File: config.mk
export PLATFORM = sky130hd
export DESIGN_NAME = mnd_tick_gen
export DESIGN_NICKNAME = d
export VERILOG_FILES = /design/src/rtl/mnd_tick_gen.sv
export SDC_FILE = /design/constraint.sdc
export NUM_CORES = 1
export LEC_CHECK = 0
export ABC_CLOCK_PERIOD_IN_PS = 16650
export CORE_MARGIN = 2
export CORE_UTILIZATION = 40
export CTS_CLUSTER_DIAMETER = 50
export CTS_CLUSTER_SIZE = 30
export DETAILED_ROUTE_END_ITERATION = 10
export GPL_TIMING_DRIVEN = 0
export PLACE_DENSITY = 0.58
export SYNTH_ARGS = -nofsm -noshare
export SYNTH_HDL_FRONTEND = slang
export SYNTH_SLANG_ARGS = --single-unit
File: constraint.sdc
create_clock -name clk -period 16.65 [get_ports clk]
set_input_delay 4.995 -clock clk [delete_from_list [all_inputs] [get_ports clk]]
set_output_delay 4.995 -clock clk [all_outputs]
set_load 0.01 [all_outputs]
File: src/rtl/mnd_tick_gen.sv
module mnd_tick_gen #(
  parameter int HW  = 5,
  parameter int MNW = 8
) (
  input  logic           clk,
  input  logic           rst_n,
  input  logic           upd_i,
  input  logic [HW-1:0]  hdiv_i,
  input  logic [1:0]     mode_i,
  input  logic [MNW-1:0] m_i,
  input  logic [MNW-1:0] n_i,
  input  logic [MNW-1:0] d_i,
  output logic           tick_o,
  output logic           tick_mid_o,
  output logic           lvl_o
);
  localparam int CW = HW + 1;
  localparam int AW = MNW + 2;

  logic [HW-1:0]  h_q, h_p;
  logic [1:0]     mode_q, mode_p;
  logic [MNW-1:0] m_q, m_p, n_q, n_p, d_q, d_p;
  logic           pend_q;

  logic [CW-1:0]  cnt_q, lim, c0, c1;
  logic [AW-1:0]  acc_q, acc_n, sum, n_eff;
  logic [MNW-1:0] n_diff, d_eff;
  logic           ev, mid, mn_on, wrap, out_ev, bnd, apply;

  assign lim    = CW'(h_q) + CW'(1);
  assign n_diff = ~n_q;
  assign d_eff  = ~d_q;
  assign n_eff  = AW'(n_diff) + AW'(m_q);
  assign mn_on  = (mode_q != 2'd0) && (m_q != '0) && (n_diff != '0);

  always_comb begin
    ev  = 1'b0;
    mid = 1'b0;
    c0  = '0;
    c1  = '0;
    if (h_q != '0) begin
      c0 = cnt_q + CW'(1);
      if (c0 == lim) begin
        ev  = 1'b1;
        mid = 1'b1;
        c0  = '0;
      end
      c1 = c0 + CW'(1);
      if (c1 == lim) begin
        ev = 1'b1;
        c1 = '0;
      end
    end else begin
      ev = 1'b1;
    end
  end

  assign sum    = acc_q + AW'(m_q);
  assign wrap   = sum >= n_eff;
  assign out_ev = mn_on ? (ev && wrap) : ev;
  assign acc_n  = (mn_on && ev) ? (wrap ? sum - n_eff : sum) : acc_q;
  assign bnd    = (c1 == '0);
  assign apply  = pend_q && bnd;

  always_ff @(posedge clk) begin
    if (!rst_n) begin
      h_q <= '0; mode_q <= '0; m_q <= '0; n_q <= '0; d_q <= '0;
      h_p <= '0; mode_p <= '0; m_p <= '0; n_p <= '0; d_p <= '0;
      pend_q     <= 1'b0;
      cnt_q      <= '0;
      acc_q      <= '0;
      tick_o     <= 1'b0;
      tick_mid_o <= 1'b0;
      lvl_o      <= 1'b0;
    end else begin
      cnt_q      <= c1;
      acc_q      <= apply ? '0 : acc_n;
      tick_o     <= out_ev;
      tick_mid_o <= out_ev && mid;
      lvl_o      <= mn_on ? (acc_n < AW'(d_eff)) : out_ev;
      if (apply) begin
        h_q <= h_p; mode_q <= mode_p; m_q <= m_p; n_q <= n_p; d_q <= d_p;
        pend_q <= 1'b0;
      end
      if (upd_i) begin
        h_p <= hdiv_i; mode_p <= mode_i; m_p <= m_i; n_p <= n_i; d_p <= d_i;
        pend_q <= 1'b1;
      end
    end
  end
endmodule

==> reports/qor.csv <==
stage,metric,value,unit
final_layout,n_fill_cell,1162,
detailed_routing,drt_iter0_markers,143,
power,fin_total_pwr,0.496,mW
timing,setup_ws,10.23,ns
logic_synthesis,synth_fp_nets,633,
setup_path,slowest_delay,0.46,ns
cts,clk_pin_slew,0.06,ns
die,chipHeight,115,um
setup_path,cp-start-kind,flop,
power,pwr_density_cell,85.1,nW/um^2
final_layout,diodes,0,
final_layout,area_delta_synth_final,17.2,%
final_layout,layout_commonest_cell,dfxtp_1,
grt,grt_pass1_wl,19000,um
setup_path,cp-end-kind,flop,
min_path,min_from,n_p[4],
logic_synthesis,yosysSeqAreaShare,33.0,%
setup_path,timing.rr.end,lvl_o,
placed_design,place_congestion,0.873,
die,io_pins,37,
setup_path,critical_path_required,16.93,ns
grt,antenna_found_initial,0,
logic_synthesis,syn_inst,560,
timing,period_needed,6.42,ns
timing,rsz0062_at_grt,no,
cts,cts_tree,done,
logic_synthesis,synth_edf_count,0,
final_layout,multi_input_area,3100,um^2
cts,cts.sinks,82,
setup_path,rr_startpoint,h_q[0],
final_layout,layout.cells.non_filler,778,
die,die-area,13300,um^2
detailed_routing,drc,0,
detailed_routing,drt_pass1_iterations,4,
placed_design,numPortBuffers,34,
cts,cts_setup_buffers,0,
logic_synthesis,avgSynthCellArea,8.88,um^2
detailed_routing,drt-vias-per-instance,5.08,
cts,cts_resized,0,
setup_path,rrSetupSlack,10.23,ns
timing,max_slew.worst_pin.slew,1.14,ns
cts,cts_buffers,9,
placed_design,placedCellCount,762,
logic_synthesis,ys_async_sr_fraction,0,%
logic_synthesis,yosysUniqueCellTypes,56,
power,ir_drop,0.0472,mV
placed_design,place_ws,10.05,ns
cts,clockBufferDepth,2,
die,coreArea,12100,um^2
setup_path,crit_end,lvl_o,
final_layout,layout_common_cells,"82 x dfxtp_1, 44 x o21ai_0, 43 x nor2b_1, 42 x nand2_1, 41 x mux2i_1",
grt,grt_max_degree,15,
setup_path,crit_start,h_q[0],
timing,hold_violations,0,
logic_synthesis,synthFlopType,dfxtp_1,
logic_synthesis,netlist_area,4970,um^2
timing,clock_skew,0.00804,ns
die,die_width,115,um
setup_path,slowest_stage,nor4_4,
grt,overflow,0,
cts,cts_root_buffer,clkbuf_16,
status,status,completed,
placed_design,hpwl,9090,um
timing,fmax,156,MHz
detailed_routing,wirelength,11400,um
detailed_routing,ant_nets,0,
detailed_routing,vias,3955,
die,fp-row-count,40,
die,initial_utilization,41.2,%
setup_path,cp_common_cell,a21oi_1,
cts,worstSkewPairLatency,0.34,ns
final_layout,fin_nets,678,
power,p_leak,2.55,nW
timing,slew_headroom,23.0,%
setup_path,r2r_cells,28,
detailed_routing,wl_per_cell,14.7,um
timing,drv_slew,0,
timing,setup_violations,0,
timing,totalNegativeSetupSlack,0,ns
flow_run,cap_violations,0,
grt,grt_usage,18.3,%
min_path,hold_path_class,flop to flop,
final_layout,drive_above_1_share,7.70,%
cts,cts_max_level,3,
setup_path,crit_type,flop to flop,
cts,holdBufCountCts,0,
logic_synthesis,ys_seq_elements,82,
logic_synthesis,ys_warn_count,0,
final_layout,regArea,1640,um^2
grt,grt_pass1_vias,3917,
setup_path,crit_fanout,10,
setup_path,crit_arrival,6.69,ns
timing,fin_crit_sh,38.5,%
registers in the layout (all words and copies together), names as in the netlist, 2 cells and up:
register  flops
cnt_q         6
n_q           8
acc_q        10
h_q           5
m_p           8
d_p           8
h_p           5
mode_p        2
m_q           8
mode_q        2
n_p           8
d_q           8
metal layers:
metal	up-vias	track usage, %	routed length (um)
met5	-	0	0
met4	0	7.23	240
met3	18	3.03	355
met2	71	29.0	5140
met1	1827	25.1	5700
li1	2039	-	-
Yosys cell counts, types with 4 or more instances:
library cell / instances / area (um^2)
nand2_1: 42 / 158
a21o_1: 12 / 90.1
clkbuf_1: 17 / 63.8
a21oi_1: 22 / 110
nor2b_1: 43 / 269
mux2i_1: 41 / 410
mux2_2: 7 / 78.8
nand4_1: 5 / 31.3
nor2_1: 21 / 78.8
ha_1: 36 / 450
nor3_1: 10 / 50.1
o21ai_0: 44 / 220
or3_1: 4 / 25.0
dfxtp_1: 82 / 1640
inv_1: 33 / 124
xnor2_1: 21 / 184
mux2_4: 5 / 75.1
xor2_1: 14 / 123
nand3_1: 40 / 200
buf_2: 4 / 20.0
cell type report:
cell class	instances	area share, %
multi-input cells	420	53.2
clock inverters	5	1.03
plain buffers	25	1.83
flip-flops and latches	82	28.2
well taps	168	3.61
clock buffers	11	4.17
repair buffers	34	5.84
inverters	33	2.13
critical path: cells and delay by family (launching register included):
family | cells | cell delay (ns)
AO/OA/AOI/OAI | 12 | 2.14
AND/OR/NAND/NOR | 8 | 1.82
adder cells (fa/ha/maj) | 3 | 0.85
XOR/XNOR | 3 | 0.65
flip-flops | 1 | 0.39
multiplexers | 1 | 0.33
buffers and inverters | 1 | 0.19
worst min path at each step:
stage | endpoint | slack (ns) | depth (start not counted)
final | n_q[4] | 0.46 | 2
after global routing | n_q[4] | 0.49 | 2
after CTS | n_q[4] | 0.46 | 2
after detailed placement | n_q[4] | 0.45 | 2
after global placement | m_q[1] | 0.45 | 2
after floorplan | d_q[0] | 0.44 | 2
through the flow:
stage | cell area (um^2) | hold WS [ns] | utilization [%]
final | 5820 | 0.461 | 48.3
after floorplan | 4970 | 0.435 | -
after global routing | 5820 | 0.491 | 48.3
after CTS | 5820 | 0.463 | 48.3
after global placement | 5520 | 0.454 | 45.8
after detailed placement | 5520 | 0.454 | 45.8
power breakdown:
part	switching [mW]	internal, mW
Sequential	0.00563	0.204
Clock	0.0823	0.121
Combinational	0.0447	0.0378
cells by family after synthesis:
family	after synthesis	share of synthesized area, %
mux	53	11.4
simple gates	185	19.6
xor+xnor	40	8.16
fa+ha+maj	39	10.3
flops	82	33.0
buf+inv	58	4.63
compound gates	103	13.0
No activity file was read; power rests on OpenSTA's default activity.
